File: config.mk
export PLATFORM = sky130hd
export DESIGN_NAME = spi_shift_engine
export DESIGN_NICKNAME = d
export VERILOG_FILES = /design/src/rtl/spi_eng_pkg.sv /design/src/rtl/spi_eng_clkdiv.sv /design/src/rtl/spi_eng_shifter.sv /design/src/rtl/spi_eng_ctrl.sv /design/src/rtl/spi_shift_engine.sv
export SDC_FILE = /design/constraint.sdc
export NUM_CORES = 1
export LEC_CHECK = 0
export BUFFER_PORTS_ARGS = -buffer_cell sky130_fd_sc_hd__buf_4
export CORE_UTILIZATION = 55
export DETAILED_ROUTE_END_ITERATION = 8
export PLACE_DENSITY_LB_ADDON = 0.2
export SYNTH_ARGS = -nofsm -noshare
export SYNTH_HDL_FRONTEND = slang
export SYNTH_SLANG_ARGS = --single-unit
File: constraint.sdc
create_clock -name clk -period 3.2 [get_ports clk]
set_input_delay 0.16 -clock clk [delete_from_list [all_inputs] [get_ports clk]]
set_output_delay 0.16 -clock clk [all_outputs]
set_load 0.005 [all_outputs]
File: src/rtl/spi_eng_pkg.sv
package spi_eng_pkg;
  typedef enum logic [2:0] {
    ST_IDLE,
    ST_LOW,
    ST_HIGH,
    ST_PUSH,
    ST_GAP1,
    ST_GAP2
  } eng_state_t;
endpackage

File: src/rtl/spi_eng_clkdiv.sv
module spi_eng_clkdiv #(
  parameter int PW = 8
) (
  input  logic          clk,
  input  logic          rst_n,
  input  logic          clear,
  input  logic [PW-1:0] half_len,
  output logic          tick
);
  logic [PW-1:0] cnt;

  assign tick = !clear && (cnt == half_len - PW'(1));

  always_ff @(posedge clk or negedge rst_n) begin
    if (!rst_n)            cnt <= '0;
    else if (clear || tick) cnt <= '0;
    else                   cnt <= cnt + PW'(1);
  end
endmodule

File: src/rtl/spi_eng_shifter.sv
module spi_eng_shifter #(
  parameter  int DW = 16,
  localparam int WW = $clog2(DW)
) (
  input  logic          clk,
  input  logic          rst_n,
  input  logic          load,
  input  logic          shift_en,
  input  logic          sample_en,
  input  logic          frame_active,
  input  logic          loopback,
  input  logic [WW-1:0] width_m1,
  input  logic [DW-1:0] tx_data,
  input  logic          miso,
  output logic          mosi,
  output logic [DW-1:0] rx_data
);
  logic [DW-1:0] tx_sr, rx_sr, mask;
  logic [WW-1:0] width_q;
  logic          out_bit, in_bit;

  assign out_bit = tx_sr[width_q];
  assign in_bit  = loopback ? out_bit : miso;
  assign mosi    = frame_active & out_bit;

  always_comb begin
    for (int i = 0; i < DW; i++) mask[i] = (i <= int'(width_q));
  end
  assign rx_data = rx_sr & mask;

  always_ff @(posedge clk or negedge rst_n) begin
    if (!rst_n) begin
      tx_sr   <= '0;
      rx_sr   <= '0;
      width_q <= '0;
    end else if (load) begin
      tx_sr   <= tx_data;
      rx_sr   <= '0;
      width_q <= width_m1;
    end else begin
      if (shift_en)  tx_sr <= tx_sr << 1;
      if (sample_en) rx_sr <= {rx_sr[DW-2:0], in_bit};
    end
  end
endmodule

File: src/rtl/spi_eng_ctrl.sv
module spi_eng_ctrl
  import spi_eng_pkg::*;
#(
  parameter  int DW = 16,
  parameter  int PW = 8,
  localparam int WW = $clog2(DW)
) (
  input  logic          clk,
  input  logic          rst_n,
  input  logic          cfg_enable,
  input  logic          cfg_slave_sel,
  input  logic [WW-1:0] cfg_width_m1,
  input  logic [PW-1:0] cfg_prescale,
  input  logic          tx_valid,
  input  logic          rx_ready,
  input  logic          tick,
  output logic          tx_ready,
  output logic          rx_valid,
  output logic          load,
  output logic          sample_en,
  output logic          shift_en,
  output logic          div_clear,
  output logic          sclk,
  output logic          cs_n,
  output logic          busy,
  output logic [PW-1:0] half_len
);
  eng_state_t    st, st_nx;
  logic [WW-1:0] bits_left;
  logic          done_q;
  logic          go;

  assign go        = (st == ST_IDLE) && cfg_enable && !cfg_slave_sel && tx_valid && rx_ready;
  assign tx_ready  = go;
  assign load      = go;
  assign rx_valid  = (st == ST_PUSH);
  assign sclk      = (st == ST_HIGH);
  assign cs_n      = !((st == ST_LOW) || (st == ST_HIGH));
  assign busy      = (st == ST_LOW) || (st == ST_HIGH) || (st == ST_PUSH);
  assign div_clear = (st == ST_IDLE) || (st == ST_PUSH);
  assign sample_en = (st == ST_LOW) && tick;
  assign shift_en  = (st == ST_HIGH) && tick && !done_q;

  always_comb begin
    st_nx = st;
    unique case (st)
      ST_IDLE: if (go)   st_nx = ST_LOW;
      ST_LOW:  if (tick) st_nx = ST_HIGH;
      ST_HIGH: if (tick) st_nx = done_q ? ST_PUSH : ST_LOW;
      ST_PUSH:           st_nx = ST_GAP1;
      ST_GAP1: if (tick) st_nx = ST_GAP2;
      ST_GAP2: if (tick) st_nx = ST_IDLE;
      default:           st_nx = ST_IDLE;
    endcase
  end

  always_ff @(posedge clk or negedge rst_n) begin
    if (!rst_n) begin
      st        <= ST_IDLE;
      bits_left <= '0;
      done_q    <= 1'b0;
      half_len  <= PW'(2);
    end else begin
      st <= st_nx;
      if (go) begin
        bits_left <= cfg_width_m1;
        done_q    <= 1'b0;
        half_len  <= (cfg_prescale < PW'(2)) ? PW'(2) : cfg_prescale;
      end else if (sample_en) begin
        if (bits_left == '0) done_q <= 1'b1;
        else                 bits_left <= bits_left - WW'(1);
      end
    end
  end

  AST_START_WHEN_ENABLED: assert property (@(posedge clk) disable iff (!rst_n)
    $fell(cs_n) |-> $past(cfg_enable && !cfg_slave_sel));
  AST_NO_OVERFLOW: assert property (@(posedge clk) disable iff (!rst_n)
    rx_valid |-> rx_ready);
  AST_SCLK_IN_FRAME: assert property (@(posedge clk) disable iff (!rst_n)
    sclk |-> !cs_n);
  AST_BUSY_AFTER_POP: assert property (@(posedge clk) disable iff (!rst_n)
    tx_ready |=> busy);
endmodule

File: src/rtl/spi_shift_engine.sv
module spi_shift_engine #(
  parameter  int DW = 16,
  parameter  int PW = 8,
  localparam int WW = $clog2(DW)
) (
  input  logic          clk,
  input  logic          rst_n,
  input  logic          cfg_enable,
  input  logic          cfg_loopback,
  input  logic          cfg_slave_sel,
  input  logic [WW-1:0] cfg_width_m1,
  input  logic [PW-1:0] cfg_prescale,
  input  logic          tx_valid,
  output logic          tx_ready,
  input  logic [DW-1:0] tx_data,
  output logic          rx_valid,
  input  logic          rx_ready,
  output logic [DW-1:0] rx_data,
  output logic          sclk,
  output logic          cs_n,
  output logic          mosi,
  input  logic          miso,
  output logic          busy
);
  logic          load, sample_en, shift_en, div_clear, tick;
  logic [PW-1:0] half_len;

  spi_eng_ctrl #(.DW(DW), .PW(PW)) u_ctrl (
    .clk(clk), .rst_n(rst_n),
    .cfg_enable(cfg_enable), .cfg_slave_sel(cfg_slave_sel),
    .cfg_width_m1(cfg_width_m1), .cfg_prescale(cfg_prescale),
    .tx_valid(tx_valid), .rx_ready(rx_ready), .tick(tick),
    .tx_ready(tx_ready), .rx_valid(rx_valid), .load(load),
    .sample_en(sample_en), .shift_en(shift_en), .div_clear(div_clear),
    .sclk(sclk), .cs_n(cs_n), .busy(busy), .half_len(half_len)
  );

  spi_eng_clkdiv #(.PW(PW)) u_div (
    .clk(clk), .rst_n(rst_n), .clear(div_clear),
    .half_len(half_len), .tick(tick)
  );

  spi_eng_shifter #(.DW(DW)) u_shift (
    .clk(clk), .rst_n(rst_n), .load(load), .shift_en(shift_en),
    .sample_en(sample_en), .frame_active(!cs_n), .loopback(cfg_loopback),
    .width_m1(cfg_width_m1), .tx_data(tx_data), .miso(miso),
    .mosi(mosi), .rx_data(rx_data)
  );

  AST_MOSI_HELD_HIGH: assert property (@(posedge clk) disable iff (!rst_n)
    (sclk && $past(sclk)) |-> $stable(mosi));
endmodule

==> impl_metrics.csv <==
group,metric,value,unit
power,switchingPower,0.00124,W
sta,setup_tns,0,ns
detailed_routing,detail_route.vias_per_cell,5.69,
logic_synthesis,yosys_warnings,0,
cts,ctsLongestPathBuffers,2,
power,p_leak,1.89,nW
global_route,grt_max_degree,61,
floorplan,core_area,5540,µm²
logic_synthesis,seq_area_frac_synth,0.472,
critical_path,critical_path_peak_fanout,19,
sta,worst_max_slew_margin_expressed_relative_to_the_limit,0.370,
global_route,globalRoute.totalOverflow,0,
sta,tcrit_tclk_final,0.869,
sta,final-setup-viol-count,0,
critical_path,worst-endpoint-arrival,3.02,ns
global_route,grt_pass1_vias,2645,
sta,maxSlewViolCount,0,
detailed_routing,remaining_routing_drc_violations,0,
critical_path,slowest_stage,"sky130_fd_sc_hd__or4_1",
critical_path,endpoint_kind,"flip-flop",
place,post-dp-hpwl,4800,µm
sta,clock_skew,0.0104,ns
cts,clock_latency,0.33,ns
power,seq_power_share,0.452,
detailed_routing,detail_route.wirelength,7110,µm
sta,max_clock_freq,359,MHz
sta,worst_pin_slew,0.941,ns
floorplan,design.die.area,6090,µm²
job,max_cap_violations,0,
critical_path,timing_worst_setup_path_type,"flip-flop to flip-flop",
detailed_routing,drt-initial-drc-count,171,
sta,setup_repair_after_global_routing_missed_its_margin,"no",
power,fin_total_pwr,0.00330,W
critical_path,path_buf_inv,1,
cts,cts.root.buffer_cell,"sky130_fd_sc_hd__clkbuf_8",
cts,cts_tree,"built",
finish,final_util,0.689,
sta,final.min_clock_period,2.78,ns
finish,area.growth.synth_to_final,20.0,%
power,max-vdd-ir-drop,442,µV
power,pwr_density_cell,864,nW/µm²
cts,worst_setup_hold_path_clk_slew,0.07,ns
power,internal_power,0.00205,W
global_route,grt_use_total,0.259,
floorplan,floorplan_die_width,78.1,µm
cts,cts.sinks,60,
floorplan,initial_core_util,0.574,
critical_path,critical-path-top-delay-family,"simple AND/OR/NAND/NOR gates",
finish,finish.net_count,426,
detailed_routing,final_antenna_net_count,0,
floorplan,design.portCount,58,
critical_path,slack_of_the_worst_reg_to_reg_path,0.42,ns
outcome,status,"completed",
cts,cts_htree_levels,3,
logic_synthesis,netlist_instances,337,
power,power.combinational.fraction,0.355,
logic_synthesis,synth_fp_nets,376,
finish,drive_above_1_share,0.220,
logic_synthesis,ys_dominant_reg_cell,"sky130_fd_sc_hd__dfrtp_1",
critical_path,worst_path_largest_cell_delay,0.51,ns
worst_hold_path,holdCritPathClass,"primary input to flip-flop",
logic_synthesis,synthArstFlopShare,1.00,
cts,cts_repair_resize_count,0,
logic_synthesis,avgSynthCellArea,9.44,µm²
sta,timing_hold_violations_final,0,
floorplan,floorplan.die.height,78.1,µm
global_route,grt_first_pass_wirelength,12200,µm
power,power_switching_share,0.377,
logic_synthesis,synth.ff_latch_count,60,
logic_synthesis,yosys.cell_types.count,54,
critical_path,cp-start-kind,"flip-flop",
detailed_routing,post_drt_wl_per_cell,15.4,µm
place,place_congestion,0.806,
logic_synthesis,netlist_area,3180,µm²
floorplan,placement_rows,27,
global_route,antenna_found_initial,0,
power,clkPwrFrac,0.193,
place,number_of_buffers_inserted_by_port_buffering,57,
critical_path,worstPathCellList,"inv_1, ha_1, nand2_1, or4_4, a21o_1, or3_4, or4_1, a31oi_1",
detailed_routing,detailroute.via_count,2635,
detailed_routing,firstDrtPassIters,4,
cts,cts_post_setup_buffers_inserted,0,
cts,cts_made_buffers,9,
finish,diodes,0,
critical_path,worstPathRequired,3.44,ns
cts,postCtsHoldBufs,1,
logic_synthesis,synth_enable_flop_cells,0,
[synthesized netlist by cell type, types with 5 or more instances]
library cell / instances / area, µm²
sky130_fd_sc_hd__nand2_1: 69 / 259
sky130_fd_sc_hd__dfrtp_1: 59 / 1480
sky130_fd_sc_hd__nor2_1: 24 / 90.1
sky130_fd_sc_hd__a21oi_1: 20 / 100
sky130_fd_sc_hd__a21o_1: 16 / 120
sky130_fd_sc_hd__a22o_1: 16 / 140
sky130_fd_sc_hd__clkbuf_1: 15 / 56.3
sky130_fd_sc_hd__inv_1: 10 / 37.5
sky130_fd_sc_hd__xor2_1: 10 / 87.6
sky130_fd_sc_hd__nand3_1: 7 / 35.0
sky130_fd_sc_hd__nor2b_1: 7 / 43.8
sky130_fd_sc_hd__o21ai_0: 7 / 35.0
sky130_fd_sc_hd__xnor2_1: 7 / 61.3
sky130_fd_sc_hd__mux4_2: 5 / 113
[worst paths after layout]
kind / start / end / cells after the start
worst max register to register: u_ctrl.half_len[0] / u_ctrl.bits_left[3] / 8
worst min register to register: u_shift.tx_sr[15] / u_shift.tx_sr[15] / 1
worst min-delay path: cfg_width_m1[3] / u_shift.width_q[3] / 3
max in group asynchronous: rst_n / u_ctrl.st[1] / 2
min in group asynchronous: rst_n / u_ctrl.half_len[2] / 2
worst max-delay path: u_ctrl.half_len[0] / u_ctrl.bits_left[3] / 8
[worst reg2reg max path: stages (launching register included)]
cell,delay [ns]
sky130_fd_sc_hd__dfrtp_1,0.42
sky130_fd_sc_hd__inv_1,0.10
sky130_fd_sc_hd__ha_1,0.26
sky130_fd_sc_hd__nand2_1,0.08
sky130_fd_sc_hd__or4_4,0.43
sky130_fd_sc_hd__a21o_1,0.23
sky130_fd_sc_hd__or3_4,0.49
sky130_fd_sc_hd__or4_1,0.51
sky130_fd_sc_hd__a31oi_1,0.18
[cells by family (layout without fill, tap and decap cells)]
kind of cell,after synthesis,count (layout),synth area share
mux,7,7,0.0421
fa+ha+maj,3,3,0.0118
flops,60,60,0.472
xor+xnor,17,17,0.0468
simple gates,138,138,0.206
buf+inv,33,87,0.0464
compound gates,79,79,0.174
[layout make-up]
class	count	area, µm²
well taps	72	90.1
clock inverters	1	5.00
fillers	461	1720
flip-flops and latches	60	1500
inverters	10	37.5
repair buffers	62	468
clock buffers	14	183
multi-input cells	244	1530
[through the flow]
stage,worst slack (ns),area [µm²],instances,hold WS [ns]
6_report,0.418,3820,463,0.0312
5_1_grt,0.264,3820,463,0.0352
4_1_cts,0.435,3820,463,0.0225
3_5_place_dp,0.455,3620,447,0.280
3_3_place_gp,0.566,3620,447,0.279
2_1_floorplan,0.620,3180,337,-0.136
[power by group through the flow]
stage                     combinational, W  sequential (W)  clock [W]
final                              0.00117         0.00149   0.000637
after global routing               0.00132         0.00155   0.000673
after detailed placement           0.00117         0.00149          0
after global placement             0.00112         0.00149          0
after floorplan                   0.000982         0.00129          0
after CTS                          0.00118         0.00148   0.000645
[cells in the final DEF (no fill, tap or decap), types with 10 or more instances in the layout]
cell type,netlist,final
sky130_fd_sc_hd__a21o_1,16,16
sky130_fd_sc_hd__dfrtp_1,59,59
sky130_fd_sc_hd__inv_1,10,10
sky130_fd_sc_hd__a21oi_1,20,20
sky130_fd_sc_hd__xor2_1,10,10
sky130_fd_sc_hd__nand2_1,69,69
sky130_fd_sc_hd__nor2_1,24,24
sky130_fd_sc_hd__a22o_1,16,16
sky130_fd_sc_hd__clkbuf_8,0,13
sky130_fd_sc_hd__buf_4,1,61
[sequential cells by signal (all words and copies together) (netlist names)]
name	cells
u_shift.width_q	4
u_ctrl.bits_left	4
u_ctrl.half_len	8
u_shift.rx_sr	16
u_shift.tx_sr	16
u_ctrl.st	3
u_ctrl.done_q	1
u_div.cnt	8
[metal layers]
layer | global-route usage | vias up | part of all wire | wire length [µm]
met2 | 0.432 | 69 | 0.49 | 3460
li1 | - | 1269 | - | -
met5 | 0 | - | 0 | 0
met4 | 0.100 | 0 | 0.017 | 118
met1 | 0.339 | 1284 | 0.45 | 3190
met3 | 0.0419 | 13 | 0.047 | 337
No activity file was read; power rests on OpenSTA's default activity.
